<file path="src/rtl/div6_pkg.sv">
package div6_pkg;

    // Width of the byte address; the reciprocal method is exact up to here.
    localparam int ADDR_W      = 15;
    // Bytes held by one memory word.
    localparam int BYTES_PER_W = 6;
    // Largest word index reachable from the top address.
    localparam int MAX_INDEX   = ((1 << ADDR_W) - 1) / BYTES_PER_W;
    localparam int WORD_W      = $clog2(MAX_INDEX + 1);
    localparam int OFF_W       = $clog2(BYTES_PER_W);
    // Reciprocal 0xAAAA has ones at bit 1,3,...,15: eight shifted terms.
    localparam int N_TERMS     = 8;
    localparam int SHIFT       = 18;
    localparam int PROD_W      = ADDR_W + 16;
    localparam int ROUND       = 1 << 15;
    // Register stages in the core path: two tree levels, quotient, result.
    localparam int CORE_STAGES = 4;

    typedef logic [PROD_W-1:0] prod_t;

    typedef struct packed {
        logic              valid;
        logic [WORD_W-1:0] index;
        logic [OFF_W-1:0]  offset;
    } result_t;

    localparam int RES_W = $bits(result_t);

    // Term t of the reciprocal product: the address shifted by 2t+1.
    function automatic prod_t recip_term(input logic [ADDR_W-1:0] a, input int t);
        return prod_t'(a) << (2 * t + 1);
    endfunction

    // Six times a quotient, built as 4q + 2q.
    function automatic logic [ADDR_W-1:0] times_six(input logic [WORD_W-1:0] q);
        return ADDR_W'({q, 2'b00}) + ADDR_W'({q, 1'b0});
    endfunction

endpackage

</file>
<file path="src/rtl/div6_pair_adder.sv">
module div6_pair_adder
    import div6_pkg::*;
#(
    parameter int IN_N = 8
) (
    input  logic                   clk,
    input  prod_t [IN_N-1:0]       din,
    output prod_t [IN_N/2-1:0]     dout
);
    localparam int OUT_N = IN_N / 2;

    for (genvar j = 0; j < OUT_N; j++) begin : g_pair
        always_ff @(posedge clk) begin
            dout[j] <= din[2*j] + din[2*j+1];
        end
    end

endmodule

</file>
<file path="src/rtl/div6_remainder.sv">
module div6_remainder
    import div6_pkg::*;
(
    input  logic [ADDR_W-1:0] addr,
    input  logic [WORD_W-1:0] quot,
    output logic [OFF_W-1:0]  offset
);
    logic [ADDR_W-1:0] base;

    always_comb begin
        base   = times_six(quot);
        offset = OFF_W'(addr - base);
    end

endmodule

</file>
<file path="src/rtl/div6_delay.sv">
module div6_delay
    import div6_pkg::*;
#(
    parameter int DEPTH = 1
) (
    input  logic    clk,
    input  logic    rst,
    input  result_t din,
    output result_t dout
);
    result_t stage_q [DEPTH];

    for (genvar s = 0; s < DEPTH; s++) begin : g_stage
        always_ff @(posedge clk) begin
            if (rst) begin
                stage_q[s] <= '0;
            end else if (s == 0) begin
                stage_q[s] <= din;
            end else begin
                stage_q[s] <= stage_q[(s == 0) ? 0 : s-1];
            end
        end
    end

    assign dout = stage_q[DEPTH-1];

endmodule

</file>
<file path="src/rtl/div6_index_conv.sv">
module div6_index_conv
    import div6_pkg::*;
#(
    parameter int EXTRA_STAGES = 1
) (
    input  logic              clk,
    input  logic              rst,
    input  logic              in_valid,
    input  logic [ADDR_W-1:0] in_addr,
    output logic              out_valid,
    output logic [WORD_W-1:0] out_index,
    output logic [OFF_W-1:0]  out_offset
);
    localparam int ALIGN = CORE_STAGES - 1;

    // Shifted copies of the address that sum to address * 0xAAAA.
    prod_t [N_TERMS-1:0]   terms;
    prod_t [N_TERMS/2-1:0] lvl1;
    prod_t [N_TERMS/4-1:0] lvl2;

    for (genvar t = 0; t < N_TERMS; t++) begin : g_term
        assign terms[t] = recip_term(in_addr, t);
    end

    div6_pair_adder #(.IN_N(N_TERMS)) u_lvl1 (
        .clk  (clk),
        .din  (terms),
        .dout (lvl1)
    );

    div6_pair_adder #(.IN_N(N_TERMS/2)) u_lvl2 (
        .clk  (clk),
        .din  (lvl1),
        .dout (lvl2)
    );

    // Last tree level with the rounding constant, then the shift.
    logic [WORD_W-1:0] quot_q;
    always_ff @(posedge clk) begin
        quot_q <= WORD_W'((lvl2[0] + lvl2[1] + prod_t'(ROUND)) >> SHIFT);
    end

    // Address and valid travel beside the tree.
    logic [ADDR_W-1:0] addr_d [ALIGN];
    logic [ALIGN-1:0]  vld_d;

    always_ff @(posedge clk) begin
        if (rst) vld_d <= '0;
        else     vld_d <= {vld_d[ALIGN-2:0], in_valid};
    end

    for (genvar s = 0; s < ALIGN; s++) begin : g_align
        always_ff @(posedge clk) begin
            if (s == 0) addr_d[s] <= in_addr;
            else        addr_d[s] <= addr_d[(s == 0) ? 0 : s-1];
        end
    end

    logic [OFF_W-1:0] off_c;
    div6_remainder u_rem (
        .addr   (addr_d[ALIGN-1]),
        .quot   (quot_q),
        .offset (off_c)
    );

    result_t core_q;
    always_ff @(posedge clk) begin
        if (rst) begin
            core_q <= '0;
        end else begin
            core_q.valid  <= vld_d[ALIGN-1];
            core_q.index  <= quot_q;
            core_q.offset <= off_c;
        end
    end

    result_t final_res;
    if (EXTRA_STAGES > 0) begin : g_extra
        div6_delay #(.DEPTH(EXTRA_STAGES)) u_delay (
            .clk  (clk),
            .rst  (rst),
            .din  (core_q),
            .dout (final_res)
        );
    end else begin : g_direct
        assign final_res = core_q;
    end

    assign out_valid  = final_res.valid;
    assign out_index  = final_res.index;
    assign out_offset = final_res.offset;

endmodule

</file>
<file path="config.mk">
export PLATFORM = sky130hd
export DESIGN_NAME = div6_index_conv
export DESIGN_NICKNAME = d
export VERILOG_FILES = /design/src/rtl/div6_pkg.sv /design/src/rtl/div6_pair_adder.sv /design/src/rtl/div6_remainder.sv /design/src/rtl/div6_delay.sv /design/src/rtl/div6_index_conv.sv
export SDC_FILE = /design/constraint.sdc
export NUM_CORES = 1
export LEC_CHECK = 0
export ABC_AREA = 1
export CORE_UTILIZATION = 40
export CTS_BUF_LIST = sky130_fd_sc_hd__clkbuf_2 sky130_fd_sc_hd__clkbuf_4 sky130_fd_sc_hd__clkbuf_8
export CTS_CLUSTER_DIAMETER = 150
export CTS_CLUSTER_SIZE = 28
export DETAILED_ROUTE_END_ITERATION = 7
export DONT_BUFFER_PORTS = 1
export PLACE_DENSITY = 0.59
export RECOVER_POWER = 50
export SLEW_MARGIN = 20
export SYNTH_ARGS = -nofsm -noshare
export SYNTH_HDL_FRONTEND = slang
export SYNTH_HIERARCHICAL = 1
export SYNTH_SLANG_ARGS = --single-unit
export TNS_END_PERCENT = 20
</file>
<file path="constraint.sdc">
create_clock -name clk -period 4.76 [get_ports clk]
set_clock_uncertainty 0.15 [all_clocks]
set_input_delay 0.714 -clock clk [delete_from_list [all_inputs] [get_ports clk]]
set_output_delay 0.714 -clock clk [all_outputs]
set_load 0.05 [all_outputs]
</file>
==> reports/qor.yml, run 1 <==
fin_setup_tns_ns: 0
drt-pass1-iter-count: 6
drcViolationCount: 0
finish.instance_area_um2: 22600
cts.reportedPaths.clkPinSlew_ns: 0.19
r2r_slack_ns: 2.51
use_met2_pct: 34.4
die_h_um: 232
run_status: "finished clean"
drv_cap: 0
rows: 83
cp-start-kind: "flip-flop"
arrival_ns: 2.52
slew_viol_final: 0
grt_pass1_vias: 17800
gp_congestion: 0.910
timing.rr.end: "u_lvl2/dout[12]"
cts_tree: "yes"
hold_end: "addr_d[0][1]"
io_pins: 35
nNetsFinal: 3959
grt.busiest_layer: "met2"
cp_top_family: "adder cells"
post-cts-setup-buffers: 0
dieWidth_um: 232
wirelength_um: 56400
crit_path_cell_trace: "ha_1, fa_1, nand3_1, nand3_2, nand2_1, nand2_2, nand2_1, nand2_2, xor2_1"
cts_resized: 0
cpMaxStageDelayCell: "fa_1"
grt-ovfl-total: 0
powerDensity_nw_per_um2: 461
min_path_cells: 0
instances_no_fill: 4378
timing.rr.start: "u_lvl1/dout[31]"
grtUsageTotal_pct: 21.1
placement.setup.worst_slack_ns: 2.55
start_util_pct: 40.9
met1_usage_pct: 29.7
postCtsHoldBufs: 1
setup_ws_ns: 2.51
seqCellArea_um2: 4900
syn_area_per_cell_um2: 5.95
leakagePower_nw: 14.4
grt_antenna_before_repair: 5
final_hold_viol_count: 0
clk_latency_ns: 0.57
timing.final.crit_share_pct: 47.2
placed_cells: 4362
multi_input_area_um2: 13800
coreArea_um2: 51700
fmax_mhz: 445
dr.first_iter.drc_count: 1028
drive_gt1_share_pct: 4.06
area_growth_pct: 6.90
via_per_inst: 4.48
rsz0062_at_grt: "no"
max_stage_delay_ns: 0.45
dpl.hpwl_um: 48800
reg2reg_depth: 9
die-area_um2: 53800
grt_pass1_wl_um: 90300
io_buffer_count: 0
via_count: 19600
hold_path.class: "in -> reg"
ant_nets: 0
syn_inst: 3553
routedWlPerCell_um: 12.9
crit_fanout: 4
required_ns: 5.03
crit_buf_inv: 0
grt_max_degree: 38
ctsRootBufferMaster: "clkbuf_8"
crit_path_end_kind: "flip-flop"
htreeDepth: 1
clock_path_buffers: 3
cts.sinks: 245
worst-setup-path-type: "reg -> reg"
place_area_um2: 22400
ys_warn_count: 6
hold_start: "in_addr[1]"
fill_cells: 5795
ir_drop_uv: 219
fin_crit_ns: 2.25
cts_buffers: 12
setup_violations: 0
finalHoldWorstSlack_ns: 0.0616
synth_area_um2: 21100
grtUsageMet3_pct: 2.63
## per-layer routing
layer	vias up	routed length (um)
li1	10800	-
met1	8441	28400
met2	294	24400
met3	52	2500
met4	4	1090
met5	-	31
## worst max path at each step
stage | start | depth (start not counted) | slack [ns] | endpoint
after global routing | u_lvl2/dout[24] | 9 | 2.39 | quot_q[7]
after global placement | in_addr[5] | 8 | 2.50 | u_lvl1/dout[47]
after detailed placement | in_addr[5] | 8 | 2.55 | u_lvl1/dout[47]
after CTS | u_lvl1/dout[31] | 9 | 2.51 | u_lvl2/dout[12]
final | u_lvl1/dout[31] | 9 | 2.51 | u_lvl2/dout[12]
after floorplan | in_addr[5] | 11 | 2.72 | u_lvl1/dout[53]
## stage by stage
step                      power, mW  util, %
after floorplan                7.80        -
after global placement         9.44     43.4
after detailed placement       9.43     43.4
after CTS                      10.4     43.8
after global routing           11.6     43.7
final                          10.4     43.7
## sequential cells by signal (all words and copies together), names as in the netlist
name / flops
g_extra.u_delay/stage_q: 17
core_q: 17
vld_d: 3
addr_d: 9
quot_q: 13
u_lvl2/dout: 62
u_lvl1/dout: 124
## placed cells by master, fill, tap and decap left out, types with 10 or more instances in the layout
cell and n:
nor3_1 23, ha_1 238, inv_1 729, clkbuf_8 13, o21bai_1 16, conb_1 135
nand3_1 148, dfxtp_1 245, nand2_2 65, nand2_1 1433, inv_2 12, nor2_2 10
nand3_2 23, a21oi_1 132, nor2_1 295, nor3_2 16, nand4_1 28, xor2_1 91
## worst reg2reg max path: stages, from the launching register on
cell and delay [ns]:
dfxtp_1 0.41, ha_1 0.25, fa_1 0.45, nand3_1 0.13
nand3_2 0.09, nand2_1 0.08, nand2_2 0.08, nand2_1 0.08
nand2_2 0.07, xor2_1 0.30
## layout make-up
class                           count  area share (%)
Antenna cell                        1          0.0111
Clock buffer                       13           0.792
Clock inverter                      1          0.0388
Inverter                          742            12.3
Multi-Input combinational cell   2695            61.3
Sequential cell                   245            21.7
Tap cell                          680            3.77
Timing Repair Buffer                1          0.0443
## where the power goes
group | switching (mW) | leakage [nW] | internal [mW]
sequential | 0.358 | 2.06 | 2.70
clock | 0.640 | 0.0980 | 0.255
combinational | 4.27 | 12.2 | 2.20
total | 5.26 | 14.4 | 5.15
(Power assumes the default switching activity.)
==> run 2: changes to the inputs <==
==> constraint.sdc (replaced) <==
create_clock -name clk -period 2.2 [get_ports clk]
set_clock_uncertainty 0.15 [all_clocks]
set_input_delay 0.33 -clock clk [delete_from_list [all_inputs] [get_ports clk]]
set_output_delay 0.33 -clock clk [all_outputs]
set_load 0.05 [all_outputs]
==> reports/qor.yml, run 2 (synthesis gave the netlist of run 1 again) <==
drt-pass1-iter-count: 5  # was 6
hold_path.class: "in -> reg"  # unchanged
die-area_um2: 53800  # unchanged
max_slew_margin_pct: 63.1
worst-setup-path-type: "in -> reg"  # was reg -> reg
setup_violations: 0  # unchanged
drv_cap: 0  # unchanged
via_per_inst: 4.51  # was 4.48
wirelength_um: 57500  # was 56400 um
grt_pass1_vias: 17500  # was 17800
leakagePower_nw: 14.6  # was 14.4 nW
timing.final.crit_share_pct: 96.5
finalHoldWorstSlack_ns: 0.0326  # was 0.0616 ns
grt.busiest_layer: "met2"  # unchanged
cts_tree: "yes"  # unchanged
reg_top3: "u_lvl1/dout: 124 flops, u_lvl2/dout: 62 flops"  # unchanged
htreeDepth: 1  # unchanged
clk_latency_ns: 0.55  # was 0.57 ns
via_count: 19900  # was 19600
ant_nets: 0  # unchanged
io_pins: 35  # unchanged
drcViolationCount: 0  # unchanged
grtUsageMet3_pct: 1.83  # was 2.63%
cts.sinks: 245  # unchanged
cts_buffers: 12  # unchanged
grt_max_degree: 38  # unchanged
drive_gt1_share_pct: 4.80  # was 4.06%
grt_antenna_before_repair: 4  # was 5
rsz0062_at_grt: "yes"  # was no
nNetsFinal: 3992  # was 3959
rows: 83  # unchanged
dieWidth_um: 232  # unchanged
ir_drop_uv: 498  # was 219 uV
place_area_um2: 22500  # was 22400 um^2
most-common-layout-cells: "nand2_1 (1426), inv_1 (729), nor2_1 (290), dfxtp_1 (245), ha_1 (231)"  # was nand2_1 (1433), inv_1 (729), nor2_1 (295), dfxtp_1 (245), ha_1 (238)
postLayoutCoreUtil_pct: 44.6  # was 43.7%
largest_register_ffs: 124  # unchanged
dr.first_iter.drc_count: 1158  # was 1028
powerDensity_nw_per_um2: 994  # was 461 nW/um^2
final_common_cell: "nand2_1"  # unchanged
cp-start-kind: "input pin"  # was flip-flop
fin_setup_tns_ns: 0  # unchanged
grt-ovfl-total: 0  # unchanged
crit_path_end_kind: "flip-flop"  # unchanged
start_util_pct: 40.9  # unchanged
slew_viol_final: 0  # unchanged
io_buffer_count: 0  # unchanged
area_growth_pct: 9.05  # was 6.90%
fin_crit_ns: 2.12
tightest_slew_ns: 0.552
die_h_um: 232  # unchanged
crit_fanout: 5  # was 4
final_hold_viol_count: 0  # unchanged
finish.instance_area_um2: 23000  # was 22600 um^2
ctsRootBufferMaster: "clkbuf_8"  # unchanged
clock_path_buffers: 3  # unchanged
grt_pass1_wl_um: 90900  # was 90300 um
fmax_mhz: 471
grtUsageTotal_pct: 21.3  # was 21.1%
coreArea_um2: 51700  # unchanged
gp_congestion: 0.939  # was 0.910
required_ns: 2.46  # was 5.03 ns
routedWlPerCell_um: 13.0  # was 12.9 um
arrival_ns: 2.38  # was 2.52 ns
use_met2_pct: 33.3  # was 34.4%
met1_usage_pct: 31.6  # was 29.7%
post-cts-setup-buffers: 0  # unchanged
cts.reportedPaths.clkPinSlew_ns: 0.15  # was 0.19 ns
fill_cells: 5743  # was 5795
largest-register: "u_lvl1/dout"  # unchanged
dpl.hpwl_um: 48600  # was 48800 um
run_status: "finished clean"  # unchanged
-- run 2: changes by cell type in the layout (fill, tap and decap cells not counted), sizes merged --
cell           delta
clkinvlp          +1
dlymetal6s4s      +4
clkbuf            +1
clkinv            -1
clkdlybuf4s25     +2
dlygate4sd3      +25
buf               +2
-- run 2: metal layers --
metal  vias to the layer above  part of all wire, %  routed length, um
met5                         -                    0                  0
met4                         0                  1.8               1040
met3                        49                  4.2               2400
met2                       326                   42              23900
met1                      8608                   53              30200
li1                      10900                    -                  -
-- run 2: cell type report --
type | instances | area, um^2 | share of cell area (%)
inverter | 742 | 2790 | 12.1
tap | 680 | 851 | 3.69
antenna | 1 | 2.50 | 0.0109
clock inverter | 1 | 7.51 | 0.0326
timing repair buffer | 34 | 358 | 1.55
clock buffer | 14 | 193 | 0.836
sequential | 245 | 4900 | 21.3
multi-input combinational | 2695 | 13900 | 60.5
-- run 2: stage by stage --
stage / power (mW) / worst slack, ns / cells
after floorplan: 16.9 / 0.318 / 3687
after global placement: 20.4 / 0.0684 / 4363
after detailed placement: 20.3 / 0.0654 / 4363
after CTS: 22.5 / 0.00215 / 4411
after global routing: 25.4 / -0.0619 / 4411
final: 22.9 / 0.0778 / 4412
-- run 2: final timing paths --
path	start	endpoint	slack [ns]	cells past startpoint
worst max-delay path	in_addr[8]	u_lvl1/dout[121]	0.08	12
worst min-delay path	in_addr[2]	u_lvl1/dout[40]	0.03	2
worst max register to register	u_lvl2/dout[18]	quot_q[9]	0.08	9
worst min register to register	addr_d[0][0]	addr_d[0][15]	0.19	0
-- run 2: timing repair --
item | in CTS | in global routing
hold endpoints to repair | 76 | 0
gates resized for setup | 0 | 29
hold buffers | 33 | 0
endpoints found under the setup margin | 0 | 22
-- run 2: worst max-delay path, stage by stage --
cell and delay (ns):
dlygate4sd3_1 0.76, ha_1 0.39, nand2_1 0.12, inv_1 0.06, nand2_1 0.12, inv_1 0.06
nand2_1 0.07, inv_1 0.04, a21oi_1 0.19, nand2_1 0.07, nand2_1 0.05, nand2_1 0.11
-- run 2: report_power, final --
group          switching [mW]  internal [mW]  leakage [nW]  total (mW)
Clock                    1.33          0.584         0.101        1.92
Sequential              0.648           5.84          2.06        6.48
Combinational            9.51           4.99          12.4        14.5
Total                    11.5           11.4          14.6        22.9
